### src/rtl/pc_pkg.sv
package pc_pkg;
  // Bit positions of the packed result {gt, lt, eq}
  localparam int FLAG_EQ = 0;
  localparam int FLAG_LT = 1;
  localparam int FLAG_GT = 2;
  localparam int N_FLAGS = 3;
  localparam int N_CH    = 2;   // channel 0 = P, channel 1 = Q

  typedef logic [N_FLAGS-1:0] cmp_flags_t;
endpackage

### src/rtl/pc_sync_edge.sv
module pc_sync_edge #(
  parameter int STAGES = 2
) (
  input  logic clk,
  input  logic rst,
  input  logic din,
  output logic rise
);
  logic [STAGES-1:0] chain;
  logic              prev;

  always_ff @(posedge clk) begin
    if (rst) begin
      chain <= '0;
      prev  <= 1'b0;
    end else begin
      chain <= {chain[STAGES-2:0], din};
      prev  <= chain[STAGES-1];
    end
  end

  assign rise = chain[STAGES-1] & ~prev;
endmodule

### src/rtl/pc_period_meter.sv
module pc_period_meter #(
  parameter int CNT_W = 16
) (
  input  logic             clk,
  input  logic             rst,
  input  logic             rise,
  output logic [CNT_W-1:0] period,
  output logic [CNT_W-1:0] count,
  output logic             valid
);
  localparam logic [CNT_W-1:0] CNT_MAX = {CNT_W{1'b1}};

  logic armed;

  always_ff @(posedge clk) begin
    if (rst) begin
      count  <= '0;
      period <= '0;
      armed  <= 1'b0;
      valid  <= 1'b0;
    end else if (rise) begin
      count <= CNT_W'(1);
      armed <= 1'b1;
      if (armed) begin
        period <= count;
        valid  <= 1'b1;
      end
    end else if (count != CNT_MAX) begin
      count <= count + CNT_W'(1);
    end
  end
endmodule

### src/rtl/period_compare.sv
module period_compare #(
  parameter int CNT_W       = 16,
  parameter int TOL         = 1,
  parameter int SYNC_STAGES = 2
) (
  input  logic clk,
  input  logic rst,
  input  logic p_clk_in,
  input  logic q_clk_in,
  output logic p_eq_q,
  output logic p_lt_q,
  output logic p_gt_q
);
  import pc_pkg::*;

  logic [N_CH-1:0] raw_in;
  logic [N_CH-1:0] rise_ch;
  logic [N_CH-1:0] valid_ch;
  logic [CNT_W-1:0] period_ch [N_CH];
  logic [CNT_W-1:0] count_ch  [N_CH];

  assign raw_in = {q_clk_in, p_clk_in};

  for (genvar ch = 0; ch < N_CH; ch++) begin : g_ch
    pc_sync_edge #(.STAGES(SYNC_STAGES)) sync_i (
      .clk (clk),
      .rst (rst),
      .din (raw_in[ch]),
      .rise(rise_ch[ch])
    );
    pc_period_meter #(.CNT_W(CNT_W)) meter_i (
      .clk   (clk),
      .rst   (rst),
      .rise  (rise_ch[ch]),
      .period(period_ch[ch]),
      .count (count_ch[ch]),
      .valid (valid_ch[ch])
    );
  end

  // Named views for the bound checker
  logic [CNT_W-1:0] cnt_p, cnt_q;
  logic             rise_p, rise_q, vld_both;
  assign cnt_p    = count_ch[0];
  assign cnt_q    = count_ch[1];
  assign rise_p   = rise_ch[0];
  assign rise_q   = rise_ch[1];
  assign vld_both = &valid_ch;

  // Three-way compare with tolerance band
  logic [CNT_W-1:0] abs_diff;
  logic             p_smaller;
  cmp_flags_t       cmp_next;

  always_comb begin
    p_smaller = period_ch[0] < period_ch[1];
    abs_diff  = p_smaller ? (period_ch[1] - period_ch[0])
                          : (period_ch[0] - period_ch[1]);
    cmp_next  = '0;
    if (32'(abs_diff) <= TOL) cmp_next[FLAG_EQ] = 1'b1;
    else if (p_smaller)       cmp_next[FLAG_LT] = 1'b1;
    else                      cmp_next[FLAG_GT] = 1'b1;
  end

  cmp_flags_t flags_q;

  always_ff @(posedge clk) begin
    if (rst)           flags_q <= '0;
    else if (vld_both) flags_q <= cmp_next;
    else               flags_q <= '0;
  end

  assign p_eq_q = flags_q[FLAG_EQ];
  assign p_lt_q = flags_q[FLAG_LT];
  assign p_gt_q = flags_q[FLAG_GT];
endmodule

### config.mk
export PLATFORM = sky130hd
export DESIGN_NAME = period_compare
export DESIGN_NICKNAME = d
export VERILOG_FILES = /design/src/rtl/pc_pkg.sv /design/src/rtl/pc_sync_edge.sv /design/src/rtl/pc_period_meter.sv /design/src/rtl/period_compare.sv
export SDC_FILE = /design/constraint.sdc
export NUM_CORES = 1
export LEC_CHECK = 0
export BUFFER_PORTS_ARGS = -buffer_cell sky130_fd_sc_hd__buf_2
export CORE_ASPECT_RATIO = 0.9
export CORE_MARGIN = 1
export CORE_UTILIZATION = 50
export DETAILED_ROUTE_END_ITERATION = 10
export HOLD_SLACK_MARGIN = 0.15
export PLACE_DENSITY_LB_ADDON = 0.25
export SYNTH_ARGS = -nofsm -noshare
export SYNTH_HDL_FRONTEND = slang
export SYNTH_SLANG_ARGS = --single-unit
### constraint.sdc
create_clock -name clk -period 8.3 [get_ports clk]
set_input_delay 0.415 -clock clk [delete_from_list [all_inputs] [get_ports clk]]
set_output_delay 0.415 -clock clk [all_outputs]
set_load 0.03 [all_outputs]
# == Word-level counts from Yosys, hierarchy flattened ==
# Index checks and enable logic that the tools add are counted.
# totals
word_cells,46
in_bits,4
regBits,77
# op_classes
order_cmp,2
bitwise,5
addsub,4
eq_ne,2
mux,8
reduce_logical,9
# op_table
operator,n
$add A16 B1 Y16 const B,2
$ne A16 B16 Y1 const B,2
$sub A16 B16 Y16,2
$le A16 B1 Y1 const B,1
$lt A16 B16 Y1,1
$mux W16,1
$mux W1,7
$reduce_and A2 Y1,3
$reduce_or A2 Y1,3
$reduce_bool A2 Y1,2
$not A1 Y1,3
$reduce_or A3 Y1,1
$and A1 B1 Y1,2

# == Logic depth before layout (Yosys ltp) ==
# Gate-level depths: netlist of the first run.
# depth
ltp_word,4
depth_mapped,13
mapped_depth_nobuf,12

# == Modules after synthesis ==
# A second synthesis of the first run with hierarchy kept.
# hier_totals
cells_unflattened,605
hier_area_um2,4713.3
# modules_own_cells
module,cells_each,seq_area_each_um2,area_each_um2,instances
pc_period_meter,167,680.7,1360.1,2
period_compare,257,60.1,1818.0,1
pc_sync_edge,7,60.1,87.6,2

# == Worst setup path after synthesis of the first run ==
# No wires, ideal clock.
# synth_timing
path_kind,register -> register
start,register g_ch[0].meter_i.period[0]
end,register flags_q[0]
setup_time_ns,0.087
setup_slack_ns,5.360
arrival_ns,2.852
n_path_buf,1
stages_incl_launch_ff,14
required_ns,8.213
path_cell_list,dfxtp_1 inv_1 ha_1 fa_1 nand2b_1 a21o_1 a21oi_4 o211a_4 buf_6 o211ai_1 a221oi_2 nand4_1 or3b_1 nor4b_2
# synth_between
elab_chain_len,4
word_cells_on_any_way,6
# synth_rtl
element,line,source
start: declaration,pc_period_meter.sv:7,"output logic [CNT_W-1:0] period,"
start signal: assignment,pc_period_meter.sv:25,period <= count;
$sub A16 B16 Y16 (tied with other cells),period_compare.sv:58,: (period_ch[0] - period_ch[1]);
$mux W16 *,period_compare.sv:57,abs_diff = p_smaller ? (period_ch[1] - period_ch[0])
$le A16 B1 Y1 *,period_compare.sv:60,if (32'(abs_diff) <= TOL) cmp_next[FLAG_EQ] = 1'b1;
$mux W1 *,period_compare.sv:60,
end signal: assignment,period_compare.sv:69,else if (vld_both) flags_q <= cmp_next;
end: declaration,period_compare.sv:65,cmp_flags_t flags_q;
# Every way passes the cells marked *; elsewhere a longest branch is shown, timed or not.
# A chain may end at the register's enable or synchronous reset.

# == Worst setup path after layout of the first run ==
# Same ends and word-level chain as after synthesis.

==> flow_summary.yaml, run 1 <==
cells_and_area:
  insertedDiodeCount: 0
  post_route_cells_drive_above_1_share: 0.0665
  stdcell_area_sq_um: 5070
  n_fill_cell: 897
  fin_nets: 651
  final_cell_count_no_fill: 739
  areaGrowthSynthToFinish_pct: 5.08
grt:
  first_global_vias: 3867
  grt_pass1_wl_um: 18100
  global_route.overflow_total: 0
  antenna_found_initial: 0
  largest_net_degree_at_the_start_of_global_routing: 48
  grt_use_total: 0.228
worst_setup_path:
  category_of_the_critical_setup_timing_path: "flip-flop to flip-flop"
  timing.critical_path.required_ns: 8.58
  setup.worst_path.start_class: "flip-flop"
  setup.worst_path.end_class: "flip-flop"
  worst_ep_arrival_time_ns: 3.63
  critical-path-slowest-cell: "fa_1"
  timing.rr.start: "g_ch[0].meter_i.period[0]"
  worst_r2r_path_depth: 12
  crit_path_cell_trace: "inv_1 > ha_1 > fa_1 > nand2b_1 > a21o_1 > a21oi_4 > o211ai_2 > and4_1 > a221oi_2 > nand4_1 > or3b_1 > nor4b_2"
  critPathLaunch: "g_ch[0].meter_i.period[0]"
  reg2reg_slack_ns: 4.95
  regToRegEndpoint: "flags_q[0]"
  crit_path_max_incr_delay_ns: 0.41
  critical_path.endpoint: "flags_q[0]"
  crit_fanout: 16
floorplan:
  die-area_sq_um: 10000
  row_count: 33
  core_area_sq_um: 9250
  fp.dieH_um: 95.2
  die_width_um: 106
  start_util: 0.522
  io_pins: 7
synthesis:
  yosysWarningCount: 0
  postSynthAreaPerCell_sq_um: 7.68
  register_area_share_after_synthesis: 0.320
  mappedNetlistArea_sq_um: 4820
  dominantRegCellSynth: "dfxtp_1"
  synthTopCellsByArea: "dfxtp_1 (32%), ha_1 (8.6%), nand2_1 (8.1%), a21oi_1 (6.7%), nor2_1 (4.6%)"
  synthDominantAreaCellType: "dfxtp_1"
  post_synth_inst_count: 628
  netlist-cell-type-count: 66
  synth_enable_flop_cells: 0
  postSynth.asyncResetShare: 0
  synth_top_area_share: 0.320
  post_syn_nets: 667
  total_of_flip_flops_plus_latches_after_synthesis: 77
clocking:
  clock-sinks: 77
  cts-buffers-inserted: 9
  ctsLongestPathBuffers: 2
  clkSlewWorstSetupHoldPaths_ns: 0.09
  htree_num_levels: 3
  worst_skew_pair.late_latency_ns: 0.36
  holdBufCountCts: 0
  ctsRootBufferMaster: "clkbuf_8"
  post_cts.resized_instances: 0
  tritoncts_clock_tree: "built"
  post_cts.repair.setup_buffers: 0
status:
  status: "finished, final reports clean"
placement:
  place.gp.congestion: 0.890
  port_buffers: 6
  place.detailed.hpwl_um: 8010
  placed_cells_incl_taps: 723
  place_ws_ns: 4.96
  placed_cell_area_sq_um: 4820
routing:
  avgViaCountPerCell: 5.68
  detail_route.drc_violations: 0
  antenna_violating_nets_post_route: 0
  detailedRoute.firstPassIterationCount: 5
  total_vias_in_the_final_route: 4195
  detail_route.iter0.violations: 234
  drt-total-wl_um: 10700
  detail_route.wl_per_cell_um: 14.5
timing:
  report.final.setup_viol: 0
  final_hold_viol_count: 0
  tightest_slew_ns: 0.835
  layout_min_cycle_time_ns: 3.35
  final.setup.tns_ns: 0
  timing.slew.headroom: 0.444
  slew_violations: 0
  achievable-frequency_mhz: 298
  final.period_utilization: 0.404
  finalWorstSetupSlack_ns: 4.95
  rsz0062_at_grt: "false"
  finClkSkew_ns: 0.0121
run:
  maxCapViolations: 0
pwr:
  total_power_w: 0.000758
  max-vdd-ir-drop_v: 0.000115
  cellLeakagePower_nw: 1.98
  power_density_nw_per_um2: 150
min_path:
  hp-class: "input pin to flip-flop"
[power by group]
group / internal (W) / total (W) / switching [W]
Clock: 0.000204 / 0.000352 / 0.000148
Sequential: 0.000373 / 0.000378 / 0.00000413
Combinational: 0.0000108 / 0.0000292 / 0.0000184
Total: 0.000588 / 0.000758 / 0.000171
[final cells by class]
type	instances	area (sq um)	share of cell area
Sequential cell	77	1540	0.304
Inverter	39	146	0.0289
Tap cell	122	153	0.0301
Timing Repair Buffer	6	30.0	0.00592
Clock buffer	10	128	0.0252
Multi-Input combinational cell	479	2950	0.582
Clock inverter	6	119	0.0234
[per-stage QoR]
step | hold slack [ns] | util
detailed placement | 0.424 | 0.522
finish | 0.262 | 0.548
global placement | 0.417 | 0.522
CTS | 0.245 | 0.548
global route | 0.260 | 0.548
floorplan | 0.414 | -
[per-layer routing]
metal,wire length (um),up-vias,track usage
met5,0,-,0
met4,305,0,0.108
met3,517,23,0.0349
met2,4690,109,0.365
met1,5210,1938,0.304
li1,-,2125,-
[cell families (layout without fill, tap and decap cells)]
group,count (synthesis),count (layout),share of synthesized area
buffers and inverters,72,61,0.0685
DFF,77,77,0.320
AOI/OAI and AO/OA,140,140,0.190
adders and majority gates,35,35,0.0939
and+or+nand+nor,273,273,0.271
muxes,3,3,0.00648
xor gates and xnor gates,28,28,0.0508
[cells in the final DEF (no fill, tap or decap), types with 15 or more instances in the layout]
| cell | instances |
|---|---|
| o21ai_0 | 15 |
| nand3_1 | 23 |
| nor2b_1 | 17 |
| nand2_1 | 104 |
| ha_1 | 33 |
| a21oi_1 | 65 |
| xor2_1 | 22 |
| nor2_1 | 59 |
| dfxtp_1 | 77 |
| inv_1 | 39 |
| nand4_1 | 16 |
[critical path, delay by kind of cell, from the launching register on]
family                     cells  cell delay, ns
DFF                            1            0.36
adders and majority gates      2            0.63
AOI/OAI and AO/OA              4            0.92
and+or+nand+nor                5            1.30
buffers and inverters          1            0.06
[cell usage after synthesis (3+ instances only)]
cell	n
a21o_1	8
o211ai_1	6
nand2b_1	5
inv_1	39
nand3_1	23
and2_1	8
nor2_1	59
xor2_1	22
a21oi_1	65
o22ai_1	6
nand2_1	104
and4_1	7
a211o_1	3
o21ai_0	15
buf_6	4
and3_1	7
buf_2	6
ha_1	33
xnor2_1	6
o21a_1	3
buf_4	6
a31oi_1	7
nor2b_1	17
o21ai_1	3
clkbuf_1	17
dfxtp_1	77
nor3_1	9
nand4_1	16
[worst min-delay path by stage]
| stage | startpoint | endpoint | cells past startpoint |
|---|---|---|---|
| floorplan | g_ch[0].sync_i.chain[0] | g_ch[0].sync_i.chain[1] | 1 |
| global placement | g_ch[0].sync_i.chain[0] | g_ch[0].sync_i.chain[1] | 1 |
| detailed placement | g_ch[0].sync_i.chain[0] | g_ch[0].sync_i.chain[1] | 1 |
| CTS | p_clk_in | g_ch[0].sync_i.chain[0] | 2 |
| global route | q_clk_in | g_ch[1].sync_i.chain[0] | 2 |
| finish | p_clk_in | g_ch[0].sync_i.chain[0] | 2 |
[flip-flops by register name, indices dropped and copies added (netlist names)]
register	flops
g_ch.sync_i.prev	2
g_ch.meter_i.valid	2
g_ch.meter_i.count	32
g_ch.meter_i.period	32
g_ch.meter_i.armed	2
flags_q	3
g_ch.sync_i.chain	4
Note: power is estimated with default switching activity, not from simulation.
==> inputs of run 2 (changes only) <==
clock period = 2.7 ns   (was 8.3 ns; I/O delays follow)
==> flow_summary.yaml, run 2 (synthesized netlist as in run 1, its figures left out) <==
pwr:
  clkPwrFrac: 0.395
  cellLeakagePower_nw: 2.35
  power_density_nw_per_um2: 364
  share_seq_of_total_power: 0.552
  max-vdd-ir-drop_v: 0.000264
  internal_power_w: 0.00157
  power_switching_w: 0.000533
  total_power_w: 0.00210
  p_sw_frac: 0.254
  share_comb_of_total_power: 0.053
timing:
  timing.hold.ws_ns: 0.263
  finalWorstSetupSlack_ns: -0.187
  timing.slew.headroom: 0.573
  finClkSkew_ns: 0.00841
  slew_violations: 0
  achievable-frequency_mhz: 346
  final_hold_viol_count: 0
  report.final.setup_viol: 3
  rsz0062_at_grt: "true"
  layout_min_cycle_time_ns: 2.89
  final.period_utilization: 1.07
  tightest_slew_ns: 0.639
  final.setup.tns_ns: -0.491
worst_setup_path:
  setup.worst_path.start_class: "flip-flop"
  critical-path-slowest-cell: "fa_2"
  worst_ep_arrival_time_ns: 3.15
  worst_r2r_path_depth: 13
  crit_fanout: 3
  crit_path_cell_trace: "inv_2 > ha_4 > fa_2 > nand2b_4 > a21o_1 > a21oi_4 > buf_4 > o21ai_1 > a32oi_1 > mux2_2 > nand4_1 > or3b_1 > nor4b_2"
  reg2reg_slack_ns: -0.19
  crit_path_max_incr_delay_ns: 0.38
  setup.worst_path.end_class: "flip-flop"
  timing.rr.start: "g_ch[0].meter_i.period[0]"
  timing.critical_path.required_ns: 2.97
  regToRegEndpoint: "flags_q[0]"
  category_of_the_critical_setup_timing_path: "flip-flop to flip-flop"
  critPathLaunch: "g_ch[0].meter_i.period[0]"
clocking:
  tritoncts_clock_tree: "built"
  clkSlewWorstSetupHoldPaths_ns: 0.09
  cts-buffers-inserted: 9
  ctsRootBufferMaster: "clkbuf_8"
  ctsLongestPathBuffers: 2
  clock-sinks: 77
  htree_num_levels: 3
  worst_skew_pair.late_latency_ns: 0.35
floorplan:
  row_count: 33
  start_util: 0.522
  die-area_sq_um: 10000
  core_area_sq_um: 9250
  fp.dieH_um: 95.2
  io_pins: 7
  die_width_um: 106
cells_and_area:
  post_route_cells_drive_above_1_share: 0.198
  final_cell_mix: "nand2_1 (104), dfxtp_1 (73), buf_4 (69)"
  n_fill_cell: 882
  insertedDiodeCount: 0
  fin_nets: 725
  final_cell_count_no_fill: 813
  layout_commonest_cell: "nand2_1"
  sequential_cell_area_sq_um: 1550
  multi_input_comb_area_sq_um: 3130
  areaGrowthSynthToFinish_pct: 19.6
  postLayoutCoreUtil: 0.624
  top_regs: "g_ch.meter_i.count: 32 flops, g_ch.meter_i.period: 32 flops, g_ch.sync_i.chain: 4 flops"
status:
  violations_in_the_final_reports: "negative setup slack"
  status: "finished with violations"
placement:
  place.gp.congestion: 0.953
  placed_cells_incl_taps: 786
  port_buffers: 6
  place.detailed.hpwl_um: 9080
routing:
  detail_route.drc_violations: 0
  antenna_violating_nets_post_route: 0
  detail_route.iter0.violations: 256
  drt-total-wl_um: 11900
  avgViaCountPerCell: 5.50
  detail_route.wl_per_cell_um: 14.6
  total_vias_in_the_final_route: 4472
  detailedRoute.firstPassIterationCount: 5
min_path:
  hold_depth: 2
  hp-class: "input pin to flip-flop"
  timing.hold.worst_endpoint: "g_ch[0].meter_i.armed"
  hp-start: "rst"
grt:
  largest_net_degree_at_the_start_of_global_routing: 34
  grt_use_total: 0.251
  first_global_vias: 4298
  antenna_found_initial: 0
  global_route.overflow_total: 0
  grt_pass1_wl_um: 20100
run:
  maxCapViolations: 0
==> run 2: changes by cell type in the layout (fill, tap and decap cells not counted), moves of 3 or more <==
cell,previous run,this run
dfxtp_2,0,4
bufinv_16,3,0
dfxtp_1,77,73
buf_4,0,69
==> run 2: layout make-up <==
| type | instances | area share |
|---|---|---|
| inverter | 39 | 0.0254 |
| tap | 122 | 0.0264 |
| clock inverter | 6 | 0.00910 |
| sequential | 77 | 0.268 |
| clock buffer | 10 | 0.0238 |
| timing repair buffer | 80 | 0.106 |
| multi-input combinational | 479 | 0.542 |
==> run 2: timing repair <==
action	4_1_cts	5_1_grt
hold buffers	2	0
pin swaps	11	5
buffers inserted	4	5
endpoints found under the hold margin	2	0
resized for setup	15	15
endpoints found under the setup margin	3	3
==> run 2: metal layers <==
metal	global-route usage	vias to the layer above	wire, um
met5	0	-	0
met4	0.0810	0	265
met3	0.0437	18	504
met2	0.426	86	5460
met1	0.327	2098	5660
li1	-	2270	-
==> run 2: through the flow <==
step | instance area [sq um] | setup WS (ns)
floorplan | 4850 | -0.124
global placement | 5340 | -0.151
detailed placement | 5340 | -0.206
CTS | 5640 | -0.183
global route | 5770 | -0.356
finish | 5770 | -0.187
==> run 2: worst max path at each step <==
| stage | endpoint | slack [ns] |
|---|---|---|
| finish | flags_q[0] | -0.19 |
| global route | flags_q[0] | -0.36 |
| CTS | flags_q[0] | -0.18 |
| detailed placement | flags_q[0] | -0.21 |
| global placement | flags_q[0] | -0.15 |
| floorplan | flags_q[0] | -0.12 |
==> run 2: power groups by stage <==
stage | Sequential, W | Combinational, W | Clock, W
2_1_floorplan | 0.00118 | 0.0000776 | 0
3_3_place_gp | 0.00119 | 0.0000973 | 0
3_5_place_dp | 0.00119 | 0.0000999 | 0
4_1_cts | 0.00116 | 0.000109 | 0.000853
5_1_grt | 0.00116 | 0.000126 | 0.000909
6_report | 0.00116 | 0.000112 | 0.000831
==> run 2: worst max-delay path, delay by kind of cell (launching register included) <==
kind | cells | cell delay (ns)
DFF | 1 | 0.34
buffers and inverters | 2 | 0.20
AOI/OAI and AO/OA | 4 | 0.67
and+or+nand+nor | 4 | 0.82
adders and majority gates | 2 | 0.54
muxes | 1 | 0.24
==> inputs of run 3 (changes only) <==
--- a/config.mk
+++ b/config.mk
@@ -6,4 +6,5 @@
 export NUM_CORES = 1
 export LEC_CHECK = 0
+export ABC_AREA = 1
 export BUFFER_PORTS_ARGS = -buffer_cell sky130_fd_sc_hd__buf_2
 export CORE_ASPECT_RATIO = 0.9
@@ -13,4 +14,5 @@
 export HOLD_SLACK_MARGIN = 0.15
 export PLACE_DENSITY_LB_ADDON = 0.25
+export SETUP_SLACK_MARGIN = 0.2
 export SYNTH_ARGS = -nofsm -noshare
 export SYNTH_HDL_FRONTEND = slang
==> constraint.sdc (replaced) <==
create_clock -name clk -period 2.7 [get_ports clk]
set_input_delay 0.405 -clock clk [delete_from_list [all_inputs] [get_ports clk]]
set_output_delay 0.405 -clock clk [all_outputs]
set_load 0.03 [all_outputs]
==> flow_summary.yaml, run 3 <==
worst_setup_path:
  crit_path_cell_trace: "inv_2 > ha_4 > fa_2 > inv_2 > nand3_4 > nand2_4 > nand2_2 > nand2_2 > nand2_4 > nand2_8 > nand2_2 > nand3_1 > nand2_1 > nor2_1 > nand2_1 > nor2_1 > nand2_1 > nand2_2 > nor2_1"
  worstPathBufferInverterCount: 2
  path_delay_family: "simple AND/OR/NAND/NOR gates"
  crit_fanout: 7
  setup.worst_path.start_class: "flip-flop"
  critical-path-slowest-cell: "fa_2"
  setup.worst_path.end_class: "flip-flop"
  worst_ep_arrival_time_ns: 2.52
  cell_repeated_most_along_the_worst_path: "nand2_2"
  category_of_the_critical_setup_timing_path: "flip-flop to flip-flop"
  crit_path_max_incr_delay_ns: 0.41
  timing.critical_path.required_ns: 2.92
synthesis:
  post_synth_fa_ha_maj_area_fraction: 0.0882
  postSynth.asyncResetShare: 0
  fraction_of_synthesized_area_in_multiplexers: 0
  synthTopCellsByCount: "nand2_1 (225), inv_1 (151), dfxtp_1 (77)"
  yosysWarningCount: 0
  synth_simple_gate_area_share: 0.309
  synth_most_common_cell: "nand2_1"
  postSynthAreaPerCell_sq_um: 6.33
  netlist-cell-type-count: 38
  share_of_the_synthesized_netlist_area_taken_by_xor_and_xnor_gates: 0.0358
  dominantRegCellSynth: "dfxtp_1"
  synth_top_area_share: 0.300
  total_of_flip_flops_plus_latches_after_synthesis: 77
  compound_cell_area_share_of_the_yosys_netlist: 0.136
  mappedNetlistArea_sq_um: 5130
  post_syn_nets: 850
  register_area_share_after_synthesis: 0.300
  post_synth_inst_count: 811
  synth_enable_flop_cells: 0
  synthDominantAreaCellType: "dfxtp_1"
  dominant_combinational_cell_family_by_area_after_synthesis: "simple AND/OR/NAND/NOR gates"
  synthTopCellsByArea: "dfxtp_1 (30%), nand2_1 (16%), inv_1 (11%), ha_1 (8.0%), a21oi_1 (6.7%)"
timing:
  final_hold_viol_count: 0
  slew_violations: 0
  finalWorstSetupSlack_ns: 0.406
  rsz0062_at_grt: "true"
  timing.slew.headroom: 0.518
  achievable-frequency_mhz: 436
  final.period_utilization: 0.850
  tightest_slew_ns: 0.722
  report.final.setup_viol: 0
  finClkSkew_ns: 0.00750
  layout_min_cycle_time_ns: 2.29
  final.setup.tns_ns: 0
routing:
  avgViaCountPerCell: 5.14
  detail_route.iter0.violations: 320
  antenna_violating_nets_post_route: 0
  detailedRoute.firstPassIterationCount: 7
  detail_route.drc_violations: 0
  drt-total-wl_um: 12700
  detail_route.wl_per_cell_um: 13.3
  total_vias_in_the_final_route: 4915
grt:
  grt_pass1_wl_um: 20700
  antenna_found_initial: 0
  largest_net_degree_at_the_start_of_global_routing: 34
  first_global_vias: 4677
  grt_use_total: 0.245
  global_route.overflow_total: 0
cells_and_area:
  layout_commonest_cell: "nand2_1"
  top_regs: "g_ch.meter_i.count: 32 flops, g_ch.meter_i.period: 32 flops, g_ch.sync_i.chain: 4 flops"
  areaGrowthSynthToFinish_pct: 14.6
  n_fill_cell: 919
  fin_nets: 864
  final_cell_mix: "nand2_1 (219), inv_1 (148), dfxtp_1 (75)"
  post_route_cells_drive_above_1_share: 0.124
  final_cell_count_no_fill: 956
  postLayoutCoreUtil: 0.599
  insertedDiodeCount: 0
placement:
  place.gp.congestion: 0.957
  placed_cells_incl_taps: 930
  port_buffers: 6
  place_ws_ns: 0.169
  place.detailed.hpwl_um: 9600
clocking:
  ctsLongestPathBuffers: 2
  htree_num_levels: 3
  cts-buffers-inserted: 9
  holdBufCountCts: 0
  worst_skew_pair.late_latency_ns: 0.33
  ctsRootBufferMaster: "clkbuf_16"
  tritoncts_clock_tree: "built"
  clock-sinks: 77
  clkSlewWorstSetupHoldPaths_ns: 0.07
pwr:
  total_power_w: 0.00293
  cellLeakagePower_nw: 2.85
  power_density_nw_per_um2: 498
  max-vdd-ir-drop_v: 0.000356
floorplan:
  io_pins: 7
  start_util: 0.522
  die_width_um: 109
  die-area_sq_um: 10700
  row_count: 34
  core_area_sq_um: 9830
  fp.dieH_um: 98.1
min_path:
  hp-class: "input pin to flip-flop"
status:
  status: "finished, final reports clean"
run:
  maxCapViolations: 0
==> run 3: cells by family (layout without fill, tap and decap cells) <==
group	Yosys count	in the layout
buffers and inverters	173	191
and+or+nand+nor	373	374
AOI/OAI and AO/OA	132	132
xor gates and xnor gates	21	21
DFF	77	77
adders and majority gates	35	35
==> run 3: worst register-to-register path: stages (launching register included) <==
cell and delay [ns]:
dfxtp_2 0.34, inv_2 0.05, ha_4 0.16, fa_2 0.41, inv_2 0.09, nand3_4 0.07
nand2_4 0.08, nand2_2 0.05, nand2_2 0.08, nand2_4 0.11, nand2_8 0.13, nand2_2 0.06
nand3_1 0.07, nand2_1 0.05, nor2_1 0.08, nand2_1 0.06, nor2_1 0.08, nand2_1 0.09
nand2_2 0.08, nor2_1 0.04
==> run 3: area by class of cell <==
class                           count  area [sq um]  share of cell area
Clock buffer                       10           239              0.0406
Clock inverter                      6          52.6             0.00893
Multi-Input combinational cell    562          3160               0.536
Tap cell                          126           158              0.0268
Timing Repair Buffer               18           140              0.0238
Inverter                          157           594               0.101
Sequential cell                    77          1540               0.262
==> run 3: power by group <==
group	total [W]	internal [W]	switching (W)	leakage [nW]
logic	0.000592	0.000214	0.000378	2.09
clock network	0.00117	0.000662	0.000505	0.138
registers	0.00117	0.00115	0.0000158	0.624
total	0.00293	0.00203	0.000898	2.85
==> run 3: per-stage QoR <==
stage / instance area (sq um) / hold slack [ns]
floorplan: 5130 / 0.388
global placement: 5260 / 0.391
detailed placement: 5260 / 0.396
CTS: 5560 / 0.265
global route: 5880 / 0.277
finish: 5880 / 0.272
==> run 3: final timing paths <==
path	start	end	slack, ns	cells past startpoint
worst max register to register	g_ch[0].meter_i.period[0]	flags_q[1]	0.41	19
worst min-delay path	q_clk_in	g_ch[1].sync_i.chain[0]	0.27	3
worst max-delay path	g_ch[0].meter_i.period[0]	flags_q[1]	0.41	19
worst min register to register	g_ch[0].sync_i.chain[0]	g_ch[0].sync_i.chain[1]	0.40	2
==> run 3: timing repair <==
action                     in CTS  in global routing
pin swaps                       0                 12
gates resized for setup         2                 56
setup endpoints to repair       2                  3
buffers inserted                0                  9
cloned                          0                  1
==> run 3: metal layers <==
| metal | share of wire | global-route usage |
|---|---|---|
| met4 | 0.018 | 0.0759 |
| met5 | 0 | 0 |
| met1 | 0.46 | 0.317 |
| met2 | 0.46 | 0.415 |
| met3 | 0.055 | 0.0387 |
